<file path="config.mk">
export PLATFORM = sky130hd
export DESIGN_NAME = intr_aggregator
export DESIGN_NICKNAME = d
export VERILOG_FILES = /design/src/rtl/intr_agg_pkg.sv /design/src/rtl/intr_edge_detect.sv /design/src/rtl/intr_status_bank.sv /design/src/rtl/intr_aggregator.sv
export SDC_FILE = /design/constraint.sdc
export NUM_CORES = 1
export LEC_CHECK = 0
export BUFFER_PORTS_ARGS = -buffer_cell sky130_fd_sc_hd__buf_2
export CORE_ASPECT_RATIO = 1.75
export CORE_UTILIZATION = 47
export CTS_CLUSTER_DIAMETER = 120
export DETAILED_ROUTE_END_ITERATION = 10
export GPL_ROUTABILITY_DRIVEN = 0
export PLACE_DENSITY = 0.76
export SYNTH_ARGS = -nofsm -noshare
export SYNTH_HDL_FRONTEND = slang
export SYNTH_SLANG_ARGS = --single-unit
</file>
<file path="constraint.sdc">
create_clock -name clk -period 1 [get_ports clk]
set_input_delay 0.05 -clock clk [delete_from_list [all_inputs] [get_ports clk]]
set_output_delay 0.05 -clock clk [all_outputs]
set_load 0.01 [all_outputs]
</file>
<file path="src/rtl/intr_agg_pkg.sv">
package intr_agg_pkg;
    localparam int unsigned REG_W      = 32;
    localparam int unsigned EXT_N      = 10;
    localparam int unsigned SER_N      = 5;
    localparam int unsigned SER0_LSB   = 11;
    localparam int unsigned SER1_LSB   = 17;
    localparam int unsigned PROT_WR    = 22;
    localparam int unsigned PROT_RD    = 23;
    localparam int unsigned MERR_MULTI = 30;
    localparam int unsigned MERR_SNGL  = 31;

    localparam logic [REG_W-1:0] VALID_BITS = 32'hC0FE_FBFF;

    localparam int unsigned OFS_STATUS = 0;
    localparam int unsigned OFS_CAUSE  = 1;
    localparam int unsigned OFS_MASK   = 2;

    function automatic logic [REG_W-1:0] pack_sources(
        input logic [EXT_N-1:0] ext,
        input logic [SER_N-1:0] s0,
        input logic [SER_N-1:0] s1,
        input logic             prd,
        input logic             pwr,
        input logic             esg,
        input logic             emu
    );
        logic [REG_W-1:0] v;
        v = '0;
        v[EXT_N-1:0]                 = ext;
        v[SER0_LSB +: SER_N]         = s0;
        v[SER1_LSB +: SER_N]         = s1;
        v[PROT_RD]                   = prd;
        v[PROT_WR]                   = pwr;
        v[MERR_SNGL]                 = esg;
        v[MERR_MULTI]                = emu;
        return v;
    endfunction
endpackage

</file>
<file path="src/rtl/intr_edge_detect.sv">
module intr_edge_detect #(
    parameter int unsigned WIDTH = 32
) (
    input  logic             clk,
    input  logic             rst_n,
    input  logic [WIDTH-1:0] src,
    output logic [WIDTH-1:0] rise
);
    logic [WIDTH-1:0] prev_q;

    always_ff @(posedge clk) begin
        if (!rst_n) prev_q <= '0;
        else        prev_q <= src;
    end

    for (genvar i = 0; i < WIDTH; i++) begin : g_bit
        assign rise[i] = src[i] & ~prev_q[i];
    end
endmodule

</file>
<file path="src/rtl/intr_status_bank.sv">
module intr_status_bank #(
    parameter int unsigned        WIDTH = 32,
    parameter logic [WIDTH-1:0]   VALID = '1
) (
    input  logic             clk,
    input  logic             rst_n,
    input  logic [WIDTH-1:0] set_hw,
    input  logic [WIDTH-1:0] set_sw,
    input  logic [WIDTH-1:0] clr_sw,
    output logic [WIDTH-1:0] status
);
    logic [WIDTH-1:0] status_q;
    logic [WIDTH-1:0] status_d;

    always_comb begin
        // set has priority over clear
        status_d = ((status_q & ~clr_sw) | set_hw | set_sw) & VALID;
    end

    always_ff @(posedge clk) begin
        if (!rst_n) status_q <= '0;
        else        status_q <= status_d;
    end

    assign status = status_q;
endmodule

</file>
<file path="src/rtl/intr_aggregator.sv">
module intr_aggregator
    import intr_agg_pkg::*;
#(
    parameter int unsigned ADDR_W = 2
) (
    input  logic              clk,
    input  logic              rst_n,
    input  logic [EXT_N-1:0]  ext_irq,
    input  logic [SER_N-1:0]  ser0_flags,
    input  logic [SER_N-1:0]  ser1_flags,
    input  logic              prot_rd_fault,
    input  logic              prot_wr_fault,
    input  logic              mem_err_single,
    input  logic              mem_err_multi,
    input  logic [ADDR_W-1:0] reg_addr,
    input  logic              reg_we,
    input  logic [REG_W-1:0]  reg_wdata,
    output logic [REG_W-1:0]  reg_rdata,
    output logic              irq_o
);
    logic [REG_W-1:0] src_w;
    logic [REG_W-1:0] rise_w;
    logic [REG_W-1:0] status_w;
    logic [REG_W-1:0] mask_w;
    logic [REG_W-1:0] cause_w;
    logic [REG_W-1:0] clr_w;
    logic [REG_W-1:0] inj_w;
    logic             sel_status;
    logic             sel_cause;
    logic             sel_mask;

    assign src_w = pack_sources(ext_irq, ser0_flags, ser1_flags,
                                prot_rd_fault, prot_wr_fault,
                                mem_err_single, mem_err_multi);

    assign sel_status = (reg_addr == ADDR_W'(OFS_STATUS));
    assign sel_cause  = (reg_addr == ADDR_W'(OFS_CAUSE));
    assign sel_mask   = (reg_addr == ADDR_W'(OFS_MASK));

    assign clr_w = (reg_we && sel_status) ? reg_wdata : '0;
    assign inj_w = (reg_we && sel_cause)  ? reg_wdata : '0;

    intr_edge_detect #(.WIDTH(REG_W)) u_edge (
        .clk   (clk),
        .rst_n (rst_n),
        .src   (src_w & VALID_BITS),
        .rise  (rise_w)
    );

    intr_status_bank #(.WIDTH(REG_W), .VALID(VALID_BITS)) u_bank (
        .clk    (clk),
        .rst_n  (rst_n),
        .set_hw (rise_w),
        .set_sw (inj_w),
        .clr_sw (clr_w),
        .status (status_w)
    );

    logic [REG_W-1:0] mask_q;
    always_ff @(posedge clk) begin
        if (!rst_n)                mask_q <= '0;
        else if (reg_we && sel_mask) mask_q <= reg_wdata & VALID_BITS;
    end
    assign mask_w  = mask_q;
    assign cause_w = status_w & mask_w;

    always_ff @(posedge clk) begin
        if (!rst_n) irq_o <= 1'b0;
        else        irq_o <= |cause_w;
    end

    always_comb begin
        reg_rdata = '0;
        if (sel_status)     reg_rdata = status_w;
        else if (sel_cause) reg_rdata = cause_w;
        else if (sel_mask)  reg_rdata = mask_w;
    end
endmodule

</file>
==> impl_metrics.ini <==
[status]
outcome = finished, violations left
violations = negative setup slack

[die]
row_count = 40
die_y_um = 114
core_area_um2 = 6910
start_util_pct = 49.2
io_pins = 94
die_w_um = 66.3
die_area_um2 = 7580

[routing]
wl_per_cell_um = 16.3
drc = 0
num_vias = 3623
dr.pass1.iters = 5
routed_wl_mm = 10.7
ant_nets = 0
viasPerCell = 5.51
drtIter0Drc = 219

[clock_tree]
htreeDepth = 3
cts_buffer_depth = 2
cts_tree = built
cts_sinks = 73
insertion_delay_ps = 340
cts.clk_slew.worst_paths_ps = 50
ctsRootBufferMaster = clkbuf_16
cts-buffers-inserted = 9

[synthesis]
seq_area_frac_synth_pct = 43.0
yosys_warnings = 0
synth_most_common_cell = dfxtp_1
synthCells = 396
synthDistinctLibCells = 22
synth_area_um2 = 3400
synth.largest_area_cell = dfxtp_1
synthFlopType = dfxtp_1
yosys.area.top_type_share_pct = 43.0
yosys-top-cells-area = dfxtp_1 (43%), a22o_1 (12%), inv_1 (5.3%)
async_flop_share_pct = 0
syn_area_per_cell_um2 = 8.58
ys_top_cells_by_count = dfxtp_1 (73), a22o_1 (48), inv_1 (48), nand2_1 (48)
synth-edff-count = 0
synth_seq_cells = 73

[worst_setup_path]
cp-end-kind = output port
cp.arrival_ps = 1230
start_kind = flop
slowest_stage = dfxtp_2
crit_buf_inv = 3
cp_cell_sequence = buf_6 -> inv_4 -> o21ai_2 -> a22o_1 -> buf_2
worst-path-max-fanout = 2
crit_family = flip-flops
crit_type = reg -> out
cpPeakStageDelay_ps = 330
cp_data_required_time_ps = 950

[placed_design]
dpl_cell_area_um2 = 4070
preCtsSetupSlack_ps = -132
portBuffers = 77
placed_cells = 569
hpwl_mm = 6.40

[cells_and_area]
final_util_pct = 75.4
nets = 629
drive_above_1_share_pct = 38.6
final_cell_area_um2 = 5210
multi_input_area_um2 = 1670
insertedDiodeCount = 0
area_delta_synth_final_pct = 53.3
instances_no_fill = 657
fillCellCount = 470
seq_area_um2 = 1500

[global_routing]
grt_max_degree = 74
grt_pass1_wl_mm = 16.4
grt_pass1_vias = 3475
antenna_found_initial = 0
gr-total-overflow = 0
grt.total_usage_pct = 29.3

[timing]
final-hold-violation-count = 0
skew_ps = 7.17
setup_violations = 26
fmax_ghz = 0.784
fin_crit_sh_pct = 128
rsz0062_at_grt = true
drv_slew = 0
finalSetupTns_ps = -5180
fin_crit_ps = 1280
whs_ps = 25.4
worst_slack_ps = -275

[power]
p_leak_nw = 2.33
ir_worst_vdd_mv = 1.24
power_mw = 7.79
cellPowerDensity_nw_per_um2 = 1500

[min_path]
hp-class = in -> reg

[run]
maxCapViolations = 0
## routing by layer
layer	global-route usage (%)	up-vias	wire, µm
li1	-	1713	-
met1	30.9	1749	4050
met5	0	-	0
met3	6.67	32	431
met2	53.1	129	5850
met4	13.9	0	402
## report_power, final
part	internal [mW]	leakage, nW	switching (mW)	total [mW]
Sequential	3.10	0.612	0.123	3.22
Clock	1.99	0.144	1.18	3.17
Combinational	0.748	1.58	0.644	1.39
## sequential cells by signal, indices dropped and copies added (netlist names)
register       flops
u_bank.status     24
u_edge.prev_q     24
irq_o              1
mask_q            24
## kinds of logic (layout without fill, tap and decap cells)
family                 Yosys count  count (layout)  share of synthesized area (%)
AO/OA/AOI/OAI                  157             157                           33.9
AND/OR/NAND/NOR                 80              80                           11.3
flip-flops                      73              73                           43.0
other                            1               8                          0.110
buffers and inverters           85             255                           11.7
## layout make-up
| cell class | count | area share (%) |
|---|---|---|
| inverter | 48 | 3.70 |
| tap | 84 | 2.02 |
| clock inverter | 3 | 0.769 |
| multi-input combinational | 245 | 32.0 |
| clock buffer | 13 | 4.81 |
| sequential | 73 | 28.9 |
| timing repair buffer | 191 | 27.9 |
## cell usage in the layout, fill, tap and decap left out
cell type and count:
o21ai_1 7, a22oi_1 3, dlygate4sd3_1 47, a21boi_1 12, buf_12 4, o21ai_0 8
a31oi_1 23, inv_4 5, buf_6 11, inv_1 33, a22o_1 48, and3b_1 2
clkbuf_1 3, a22oi_2 9, o31a_1 1, clkbuf_16 9, nand4_1 3, bufinv_16 1
nor2_4 1, a21boi_0 12, nand2b_1 1, o21ai_2 9, dfxtp_2 27, dfxtp_4 2
inv_2 10, a31oi_4 1, dfxtp_1 44, clkinv_2 2, clkbuf_8 1, buf_2 77
conb_1 8, o21a_1 24, nand2_1 48, and2_1 24, nand3b_1 1, buf_4 52
## final timing paths
check	startpoint	to	slack, ps	cells after the start
max reg2reg	u_bank.status[30]	irq_o	-170	4
min reg2reg	mask_q[3]	mask_q[3]	480	2
max	u_bank.status[13]	reg_rdata[13]	-280	5
min	reg_wdata[5]	mask_q[5]	30	3
## what timing repair did
action	4_1_cts	5_1_grt
hold buffers	46	1
buffers inserted	18	9
hold endpoints to repair	46	1
pin swaps	21	19
setup endpoints to repair	25	27
resized for setup	70	28
## worst reg2reg max path, stage by stage, from the launching register on
cell and delay [ps]:
dfxtp_2 320, buf_4 130, a22oi_2 190, nand4_1 160, o31a_1 260
Note: power is estimated with default switching activity, not from simulation.
